==> src/rtl/boot_source_sel.sv <==
module boot_source_sel #(
  parameter int SETTLE_CYC = 64,
  parameter int WIN_CYC    = 50000
) (
  input  logic       clk,
  input  logic       rst_n,
  input  logic       sense_mem_pu,
  input  logic       sense_skip_pu,
  input  logic       sense_sdcs_pu,
  input  logic       sense_sddi_pu,
  input  logic       flash_done,
  input  logic       flash_ok,
  input  logic       sd_done,
  input  logic       sd_ok,
  input  logic       chk_valid,
  input  logic       ser_claim,
  output logic       pin_drive_en,
  output logic       flash_start,
  output logic       sd_start,
  output logic       sd_di_hold,
  output logic [1:0] src_sel,
  output logic       run_image,
  output logic       serial_wait
);

  localparam int MAXC = (SETTLE_CYC > WIN_CYC) ? SETTLE_CYC : WIN_CYC;
  localparam int CW   = $clog2(MAXC + 1);
  localparam logic [CW-1:0] SETTLE_LAST = CW'(SETTLE_CYC - 1);
  localparam logic [CW-1:0] WIN_LAST    = CW'(WIN_CYC - 1);

  localparam logic [1:0] SRC_NONE   = 2'b00;
  localparam logic [1:0] SRC_FLASH  = 2'b01;
  localparam logic [1:0] SRC_SD     = 2'b10;
  localparam logic [1:0] SRC_SERIAL = 2'b11;

  typedef enum logic [3:0] {
    ST_SETTLE, ST_SAMPLE, ST_FL_GO, ST_FL_WAIT, ST_SD_GO, ST_SD_WAIT,
    ST_WINDOW, ST_RUN, ST_SERIAL, ST_DONE
  } state_t;

  state_t        st;
  logic [CW-1:0] cnt;
  logic [1:0]    src_q;
  logic          mem_q, skip_q, sdcs_q, sddi_q;
  logic          card_seen;
  logic          flash_good, sd_good;

  assign card_seen  = sdcs_q & ~sddi_q;
  assign flash_good = flash_done & flash_ok & chk_valid;
  assign sd_good    = sd_done & sd_ok & chk_valid;

  always_ff @(posedge clk) begin
    if (!rst_n) begin
      st     <= ST_SETTLE;
      cnt    <= '0;
      src_q  <= SRC_NONE;
      mem_q  <= 1'b0;
      skip_q <= 1'b0;
      sdcs_q <= 1'b0;
      sddi_q <= 1'b0;
    end else begin
      case (st)
        ST_SETTLE: begin
          if (cnt == SETTLE_LAST) begin
            cnt <= '0;
            st  <= ST_SAMPLE;
          end else begin
            cnt <= cnt + 1'b1;
          end
        end
        ST_SAMPLE: begin
          mem_q  <= sense_mem_pu;
          skip_q <= sense_skip_pu;
          sdcs_q <= sense_sdcs_pu;
          sddi_q <= sense_sddi_pu;
          if (sense_mem_pu) begin
            st <= ST_FL_GO;
          end else begin
            st    <= ST_SERIAL;
            src_q <= SRC_SERIAL;
          end
        end
        ST_FL_GO: st <= ST_FL_WAIT;
        ST_FL_WAIT: begin
          if (flash_good) begin
            src_q <= SRC_FLASH;
            cnt   <= '0;
            st    <= skip_q ? ST_RUN : ST_WINDOW;
          end else if (flash_done) begin
            if (card_seen) begin
              st <= ST_SD_GO;
            end else begin
              st    <= ST_SERIAL;
              src_q <= SRC_SERIAL;
            end
          end
        end
        ST_SD_GO: st <= ST_SD_WAIT;
        ST_SD_WAIT: begin
          if (sd_good) begin
            src_q <= SRC_SD;
            cnt   <= '0;
            st    <= skip_q ? ST_RUN : ST_WINDOW;
          end else if (sd_done) begin
            st    <= ST_SERIAL;
            src_q <= SRC_SERIAL;
          end
        end
        ST_WINDOW: begin
          if (ser_claim) begin
            st    <= ST_SERIAL;
            src_q <= SRC_SERIAL;
          end else if (cnt == WIN_LAST) begin
            cnt <= '0;
            st  <= ST_RUN;
          end else begin
            cnt <= cnt + 1'b1;
          end
        end
        ST_RUN:    st <= ST_DONE;
        ST_SERIAL: st <= ST_SERIAL;
        default:   st <= ST_DONE;
      endcase
    end
  end

  assign pin_drive_en = (st != ST_SETTLE) && (st != ST_SAMPLE);
  assign flash_start  = (st == ST_FL_GO);
  assign sd_start     = (st == ST_SD_GO);
  assign sd_di_hold   = (st == ST_FL_GO) || (st == ST_FL_WAIT);
  assign run_image    = (st == ST_RUN);
  assign serial_wait  = (st == ST_SERIAL) || (st == ST_WINDOW);
  assign src_sel      = src_q;

  a_r4_one_start: assert property (@(posedge clk) disable iff (!rst_n)
    !(flash_start && sd_start));
  a_r4_flash_pulse: assert property (@(posedge clk) disable iff (!rst_n)
    flash_start |=> !flash_start);
  a_r10_hold_on_start: assert property (@(posedge clk) disable iff (!rst_n)
    flash_start |-> sd_di_hold);
  a_r10_hold_off_sd: assert property (@(posedge clk) disable iff (!rst_n)
    sd_start |-> !sd_di_hold);
  a_r11_exclusive: assert property (@(posedge clk) disable iff (!rst_n)
    !(run_image && serial_wait));
  a_r11_run_pulse: assert property (@(posedge clk) disable iff (!rst_n)
    run_image |=> !run_image);
  a_r5_run_source: assert property (@(posedge clk) disable iff (!rst_n)
    run_image |-> (src_sel == SRC_FLASH || src_sel == SRC_SD));
  a_r3_serial_sticky: assert property (@(posedge clk) disable iff (!rst_n)
    (src_sel == SRC_SERIAL) |-> serial_wait);
  a_r2_drivers_off: assert property (@(posedge clk) disable iff (!rst_n)
    !pin_drive_en |-> (src_sel == SRC_NONE && !flash_start));

endmodule

==> config.mk <==
export PLATFORM = sky130hd
export DESIGN_NAME = boot_source_sel
export DESIGN_NICKNAME = d
export VERILOG_FILES = /design/src/rtl/boot_source_sel.sv
export SDC_FILE = /design/constraint.sdc
export NUM_CORES = 1
export LEC_CHECK = 0
export ABC_AREA = 0
export BUFFER_PORTS_ARGS = -buffer_cell sky130_fd_sc_hd__buf_2
export CAP_MARGIN = 20
export CORE_UTILIZATION = 48
export CTS_CLUSTER_SIZE = 12
export DETAILED_ROUTE_END_ITERATION = 16
export GPL_TIMING_DRIVEN = 0
export PLACE_DENSITY = 0.68
export REMOVE_ABC_BUFFERS = 1
export SLEW_MARGIN = 10
export SYNTH_ARGS = -nofsm -noshare
export SYNTH_HDL_FRONTEND = slang
export SYNTH_SLANG_ARGS = --single-unit
==> constraint.sdc <==
create_clock -name clk -period 2.3 [get_ports clk]
set_input_delay 0.46 -clock clk [delete_from_list [all_inputs] [get_ports clk]]
set_output_delay 0.46 -clock clk [all_outputs]
set_load 0.02 [all_outputs]
== Yosys cells after proc, flatten, opt, wreduce, memory -nomap -nowiden ==
Index checks and enable logic that the tools add are counted.
Cells by class
  divide/modulo/power cells: 0
  multiply operators: 0
  reductions and logical operators: 10
  multiplexer cells: 25
  shift operators: 0
  magnitude comparators: 0
  add/sub/neg operators: 1
  bitwise operators: 6
  equal/unequal tests: 21
Operator list (number)
  16-bit 2-to-1 mux: 5
  16-bit case mux with 4 select lines: 1
  4-bit 2-to-1 mux: 9
  4-bit case mux with 8 select lines: 1
  16-bit by 1-bit adder with 16-bit output, second input constant: 1
  16-bit equality test, second input constant: 1
  16-bit by 6-bit equality test with 1-bit output, second input constant: 1
  4-bit by 3-bit equality test with 1-bit output, second input constant: 4
  2-bit 2-to-1 mux: 7
  2-bit != test, second input constant: 6
  3-bit != test, second input constant: 4
  4-bit nonzero test: 3
  4-bit by 2-bit equality test with 1-bit output, second input constant: 2
  2-bit case mux with 4 select lines: 1
  4-bit AND reduction: 2
  6-bit AND reduction: 1
  1-bit AND: 5
  4-bit by 1-bit equality test with 1-bit output, second input constant: 1
  4-bit equality test, second input constant: 1
  4-bit zero test: 1
  4-bit by 1-bit != test with 1-bit output, second input constant: 1
  1-bit logical OR: 2
  1-bit logical AND: 1
  1-bit 2-to-1 mux: 1
  1-bit NOT: 1
Word-level totals
  memory bits (writable): 0
  memories kept: 0
  memory bits (read-only): 0
  word-level logic and storage cells: 69
  output and inout port bits: 8
  bits in latches: 0
  register bits: 25
  bits of input ports: 12

== Depth between registers and ports, before layout ==
Gate-level depths: netlist of run 1.
  depth in word-level cells: 6
  mapped depth: 7
  depth with buffers taken out: 6

== Worst setup path after synthesis of run 1 ==
Ideal clock, no wire load.
  kind: reg2reg
  from: reg cnt[7]
  to: reg cnt[13]
  arrival: 1838 ps
  buffers on the path: 1
  setup slack: 347 ps
  period minus slack after synthesis: 1953 ps
  setup time: 115 ps
  stages on the path, launching flop included: 7
  required time: 2185 ps
  cell sequence: dfxtp_1 -> or4_1 -> nor4_1 -> nor3_1 -> o31ai_4 -> buf_4 -> nor2_1
On the way
  word-level cells in the longest chain between the ends: 4
Ends and longest elaborated chain
  from (decl): line 42  | logic [CW-1:0] cnt;
  from (signal assigned): line 68  | cnt <= cnt + 1'b1;
  from (signal assigned): line 117  | cnt <= cnt + 1'b1;
  16-bit by 1-bit adder with 16-bit output / 16-bit equality test (equally long branches): line 68, 117, 113
  16-bit 2-to-1 mux: line 113  | end else if (cnt == WIN_LAST) begin
  16-bit 2-to-1 mux: line 110  | if (ser_claim) begin
  16-bit case mux with 4 select lines *: line 62  | case (st)
Mark *: on every way between the ends. The rest lies on a longest branch, timed or not. The select of a mux whose other input is x is not followed.
A chain may end at the register's enable or synchronous reset.

== Final worst setup path of run 1 ==
  from: reg cnt[7]
  to: reg st[1]
On the way
  word-level cells in the longest chain between the ends: 3
Ends and longest elaborated chain
  16-bit equality test / 16-bit by 6-bit equality test with 1-bit output (equally long branches): line 113, 64
  3-bit != test (no line) / 2-bit != test (equally long branches)
  4-bit AND reduction (no line) *
  to (signal assigned): line 88  | st <= skip_q ? ST_RUN : ST_WINDOW;
  to (signal assigned): line 103  | st <= skip_q ? ST_RUN : ST_WINDOW;
  to (decl): line 41  | state_t st;
Mark *: on every way between the ends. The rest lies on a longest branch, timed or not.

==> flow_metrics.tcl, run 1 <==
set metrics [dict create \
    synth_enable_flop_cells 0 \
    synth-async-reset-ratio_pct 0 \
    timing.clock.skew_ns 0.0119 \
    syn-cell-area_um2 1640 \
    worst-slew-pin-transition_ns 0.606 \
    die_height_um 60.4 \
    mostFrequentLayoutCell "nor2_1" \
    final_hold_vio_count 0 \
    drt_iter0_drc 90 \
    start_util_pct 51.9 \
    gr-total-overflow 0 \
    nets 230 \
    yosys_register_bits 25 \
    place.detailed.hpwl_um 2680 \
    antennaDiodeCount 0 \
    clock.fmax_mhz 467 \
    placement.io_buffers 19 \
    tritoncts_clock_tree "done" \
    critPathMaxFanout 5 \
    layout-drive-gt1-share_pct 16.2 \
    setup.worst_path.end_class "flop" \
    yosysUniqueCellTypes 50 \
    drt_wl_total_um 3780 \
    critPathRequiredTime_ns 2.54 \
    outcome "finished clean" \
    setup_ws_ns 0.158 \
    vdd.ir_drop.worst_uv 287 \
    max_slew_margin_pct 58.9 \
    std_cell_rows 20 \
    ctsHtreeMaxLevel 1 \
    grt_util_all_layers_pct 24.5 \
    finalMaxSlewViolations 0 \
    timing.critical_path.arrival_ns 2.38 \
    area_leader_netlist "dfxtp_1" \
    remaining_drc_errors 0 \
    clock_tree.root_cell "clkbuf_4" \
    cts_num_sinks 25 \
    clkTransAtPathRegs_ns 0.15 \
    dr_total_vias 1590 \
    gp_routability_congestion 0.886 \
    worstSetupPathType "reg2reg" \
    crit_path_start_kind "flop" \
    preCtsSetupSlack_ns -0.323 \
    largest_net_degree_at_the_start_of_global_routing 24 \
    i_o_pins 20 \
    num_cts_buffers 3 \
    grt_pass1_vias 1509 \
    tns_ns 0 \
    grt_setup_unrepaired "no" \
    layout_area_overhead_pct 9.10 \
    cellPowerDensity_nw_per_um2 391 \
    final_setup_vio_count 0 \
    clk-insertion-delay-late_ns 0.33 \
    finalCritPeriodShare_pct 93.1 \
    vias_per_cell 6.12 \
    yosysTopAreaCellShare_pct 30.6 \
    final_antenna_net_count 0 \
    total_leakage_power_nw 0.728 \
    synth_area_leaders "dfxtp_1, nor2_1, xor2_1, and3_1, nand2_1" \
    seq_area_frac_synth_pct 30.6 \
    grt_antenna_before_repair 0 \
    die_w_um 60.4 \
    dieArea_um2 3640 \
    worst_hold_path_type "in2reg" \
    core_utilization_of_the_finished_layout_pct 56.6 \
    layout.cells.most_common_list "nor2_1, dfxtp_1, buf_2" \
    postSynth.topFlopCell "dfxtp_1" \
    postSynthAreaPerCell_um2 8.10 \
    netlist_instances 202 \
    finalCriticalPeriod_ns 2.14 \
    post_drt_wl_per_cell_um 14.5 \
    grt_first_pass_wirelength_um 6760 \
    drt_pre_antenna_iters 4 \
    number_of_synthesis_warnings 0 \
    cts_max_path_buffers 2 \
    cap_violations 0 \
    coreArea_um2 3150 \
]
-- kinds of logic (layout without fill, tap and decap cells) --
group | count (synthesis) | count (layout) | synth area share (%)
and+or+nand+nor | 97 | 97 | 32.9
AOI/OAI and AO/OA | 46 | 46 | 21.4
DFF | 25 | 25 | 30.6
buffers and inverters | 15 | 29 | 4.28
xor gates and xnor gates | 13 | 13 | 6.96
muxes | 5 | 5 | 3.06
adders and majority gates | 1 | 1 | 0.765
-- stage by stage --
stage	instance area, µm²	power (mW)	hold WS (ns)	std cells
6_report	1780	0.698	0.389	260
5_1_grt	1780	0.732	0.394	260
4_1_cts	1780	0.707	0.375	260
3_5_place_dp	1730	0.498	0.478	254
3_3_place_gp	1730	0.496	0.478	254
2_1_floorplan	1580	0.476	0.461	191
-- critical path: stages, from the launching register on --
cell and delay, ns:
dfxtp_1 0.38, or4_1 0.57, nor4_1 0.38, or4_1 0.22
nand3_1 0.12, o311a_1 0.38
-- area by class of cell --
cell class | instances | area [µm²]
Multi-Input combinational cell | 162 | 1070
Tap cell | 44 | 55.1
Sequential cell | 25 | 510
Inverter | 4 | 15.0
Clock buffer | 3 | 22.5
Clock inverter | 1 | 5.00
Timing Repair Buffer | 21 | 110
Fill cell | 306 | 1370
-- worst paths after layout --
path | from | to | slack (ns) | depth (start not counted)
worst max register to register | cnt[7] | st[1] | 0.16 | 5
worst min-delay path | sense_skip_pu | skip_q | 0.39 | 3
worst min register to register | skip_q | st[0] | 0.49 | 2
worst max-delay path | cnt[7] | st[1] | 0.16 | 5
-- power breakdown --
part / total [mW] / internal (mW) / switching, mW / leakage [nW]
Sequential: 0.442 / 0.436 / 0.00634 / 0.205
Combinational: 0.0475 / 0.0216 / 0.0259 / 0.506
Clock: 0.208 / 0.0654 / 0.143 / 0.0177
Total: 0.698 / 0.523 / 0.175 / 0.728
-- metal layers --
metal / up-vias / share of wire, % / GRT usage (%)
met1: 750 / 50 / 33.6
li1: 787 / - / -
met5: - / 0 / 0
met2: 45 / 44 / 35.6
met4: 0 / 2.0 / 12.3
met3: 8 / 4.4 / 6.18
-- state kept, by name (all words and copies together) (netlist names) --
signal	cells
skip_q	1
cnt	16
st	4
sdcs_q	1
src_sel	2
sddi_q	1
-- what timing repair did --
item | 4_1_cts | 5_1_grt
hold buffers | 0 | 0
gates resized for setup | 4 | 3
endpoints found under the setup margin | 17 | 16
cloned | 0 | 0
pin swaps | 1 | 0
setup buffers | 2 | 0
-- cells in the mapped netlist (3+ instances only) --
| cell | number |
|---|---|
| a211oi_1 | 3 |
| a21oi_1 | 10 |
| and3_1 | 10 |
| clkbuf_1 | 6 |
| dfxtp_1 | 25 |
| inv_1 | 4 |
| mux2i_1 | 5 |
| nand2_1 | 15 |
| nand2b_1 | 6 |
| nand3_1 | 8 |
| nor2_1 | 23 |
| nor2b_1 | 5 |
| nor3_1 | 4 |
| nor4_1 | 3 |
| nor4bb_1 | 3 |
| o2111ai_1 | 4 |
| o21ai_0 | 4 |
| o31ai_1 | 4 |
| or4_1 | 7 |
| xnor2_1 | 5 |
| xor2_1 | 8 |
Power figures use the tool's default switching activity.
==> inputs of run 2 (changes only) <==
PLACE_DENSITY = 0.69   (was 0.68)
==> run 2 against run 1 <==
Core utilization increased by 0.16 points. Worst hold slack better by 0.016 ns. Combinational power rose by 5.5%. Design area rose by 0.28%. Final cell count up 0.38%. Clock skew up 0.0024 ns. Via count grew 2.2%. Worst setup slack worse by 0.014 ns. Power shrank 0.40%. Global-route usage is 0.86 points lower. First-iteration DRC count increased by 67%. Largest cell class unchanged.
==> flow_metrics.tcl, run 2 (synthesis gave the netlist of run 1 again) <==
set metrics [dict create \
    outcome "finished clean" \
    hold_buffers 0 \
    preCtsSetupSlack_ns -0.390 \
    gr-total-overflow 0 \
    grt_pass1_vias 1435 \
    finalCriticalPeriod_ns 2.16 \
    dr_total_vias 1625 \
    register_ranked_first_by_flip_flop_count "cnt" \
    timing.critical_path.arrival_ns 2.37 \
    cts_max_path_buffers 2 \
    final_antenna_net_count 0 \
    drt_pre_antenna_iters 4 \
    number_of_standard_cells_in_the_layout_taps_in_and_fillers_out 261 \
    layout-drive-gt1-share_pct 15.7 \
    layout_area_overhead_pct 9.41 \
    max_slew_margin_pct 59.0 \
    std_cell_rows 20 \
    fin_worst_hold_slack_ns 0.405 \
    i_o_pins 20 \
    largest_net_degree_at_the_start_of_global_routing 24 \
    grt_antenna_before_repair 0 \
    ctsHtreeMaxLevel 1 \
    nets 231 \
    critPathRequiredTime_ns 2.52 \
    post_drt_wl_per_cell_um 15.5 \
    layout.cells.most_common_list "nor2_1, dfxtp_1, buf_2" \
    finalCritPeriodShare_pct 93.7 \
    antennaDiodeCount 0 \
    worst_hold_path_type "in2reg" \
    setup_ws_ns 0.144 \
    worst-slew-pin-transition_ns 0.606 \
    clkTransAtPathRegs_ns 0.15 \
    clock.fmax_mhz 464 \
    clk-insertion-delay-late_ns 0.33 \
    remaining_drc_errors 0 \
    mostFrequentLayoutCell "nor2_1" \
    num_cts_buffers 3 \
    die_w_um 60.4 \
    drt_iter0_drc 150 \
    grt_first_pass_wirelength_um 6450 \
    dieArea_um2 3640 \
    place.detailed.hpwl_um 2860 \
    timing.clock.skew_ns 0.0143 \
    start_util_pct 51.9 \
    drt_wl_total_um 4050 \
    total_leakage_power_nw 0.733 \
    coreArea_um2 3150 \
    clock_tree.root_cell "clkbuf_4" \
    finalMaxSlewViolations 0 \
    tns_ns 0 \
    crit_path_start_kind "flop" \
    grt_setup_unrepaired "no" \
    vdd.ir_drop.worst_uv 251 \
    numPlacedInstances 254 \
    setup.reg_to_reg.worst_slack_ns 0.14 \
    largest_register_ff_count 16 \
    cts_num_sinks 25 \
    critPathMaxFanout 5 \
    gp_routability_congestion 0.885 \
    cellPowerDensity_nw_per_um2 388 \
    worstSetupPathType "reg2reg" \
    grt_util_all_layers_pct 23.7 \
    placement.io_buffers 19 \
    final_setup_vio_count 0 \
    tritoncts_clock_tree "done" \
    setup.worst_path.end_class "flop" \
    die_height_um 60.4 \
    cap_violations 0 \
    final_hold_vio_count 0 \
    vias_per_cell 6.23 \
]
[run 2: cell count changes in the layout (fill, tap and decap cells not counted), sizes merged]
cell,delta
clkbuf,+1
clkinv,-1
buf,+1
[run 2: per-layer routing]
layer,track usage [%],vias up,wire [µm]
met5,0,-,0
met2,35.5,54,1800
li1,-,788,-
met3,3.20,12,230
met4,11.0,0,107
met1,33.6,771,1910
[run 2: area by class of cell]
class / instances / area [µm²]
fill: 329 / 1360
multi-input combinational: 162 / 1060
sequential: 25 / 510
timing repair buffer: 22 / 118
tap: 44 / 55.1
clock buffer: 4 / 26.3
inverter: 4 / 15.0
[run 2: worst paths after layout]
check             cells past startpoint      to           from
hold / removal                        3  skip_q  sense_skip_pu
setup reg to reg                      5   st[1]         cnt[7]
setup / recovery                      5   st[1]         cnt[7]
hold reg to reg                       2   st[0]         skip_q
[run 2: stage by stage]
stage / instance area, µm² / power [mW] / util, %
after floorplan: 1580 / 0.476 / -
after global placement: 1730 / 0.496 / 54.9
after detailed placement: 1730 / 0.499 / 54.9
after CTS: 1780 / 0.700 / 56.6
after global routing: 1790 / 0.724 / 56.7
final: 1790 / 0.695 / 56.7
[run 2: worst max-delay path, stage by stage, from the launching register on]
cell and delay [ns]:
dfxtp_1 0.38, or4_1 0.56, nor4_1 0.36, or4_1 0.22, nand3_1 0.14, o311a_1 0.37
[run 2: power breakdown]
group | switching, mW | total, mW | internal (mW)
combinational | 0.0274 | 0.0501 | 0.0227
clock | 0.135 | 0.203 | 0.0680
sequential | 0.00630 | 0.442 | 0.436
[run 2: timing repair]
| action | CTS | global route |
|---|---|---|
| resized for setup | 4 | 2 |
| endpoints found under the setup margin | 16 | 6 |
| buffers inserted | 3 | 0 |
| pin swaps | 1 | 0 |
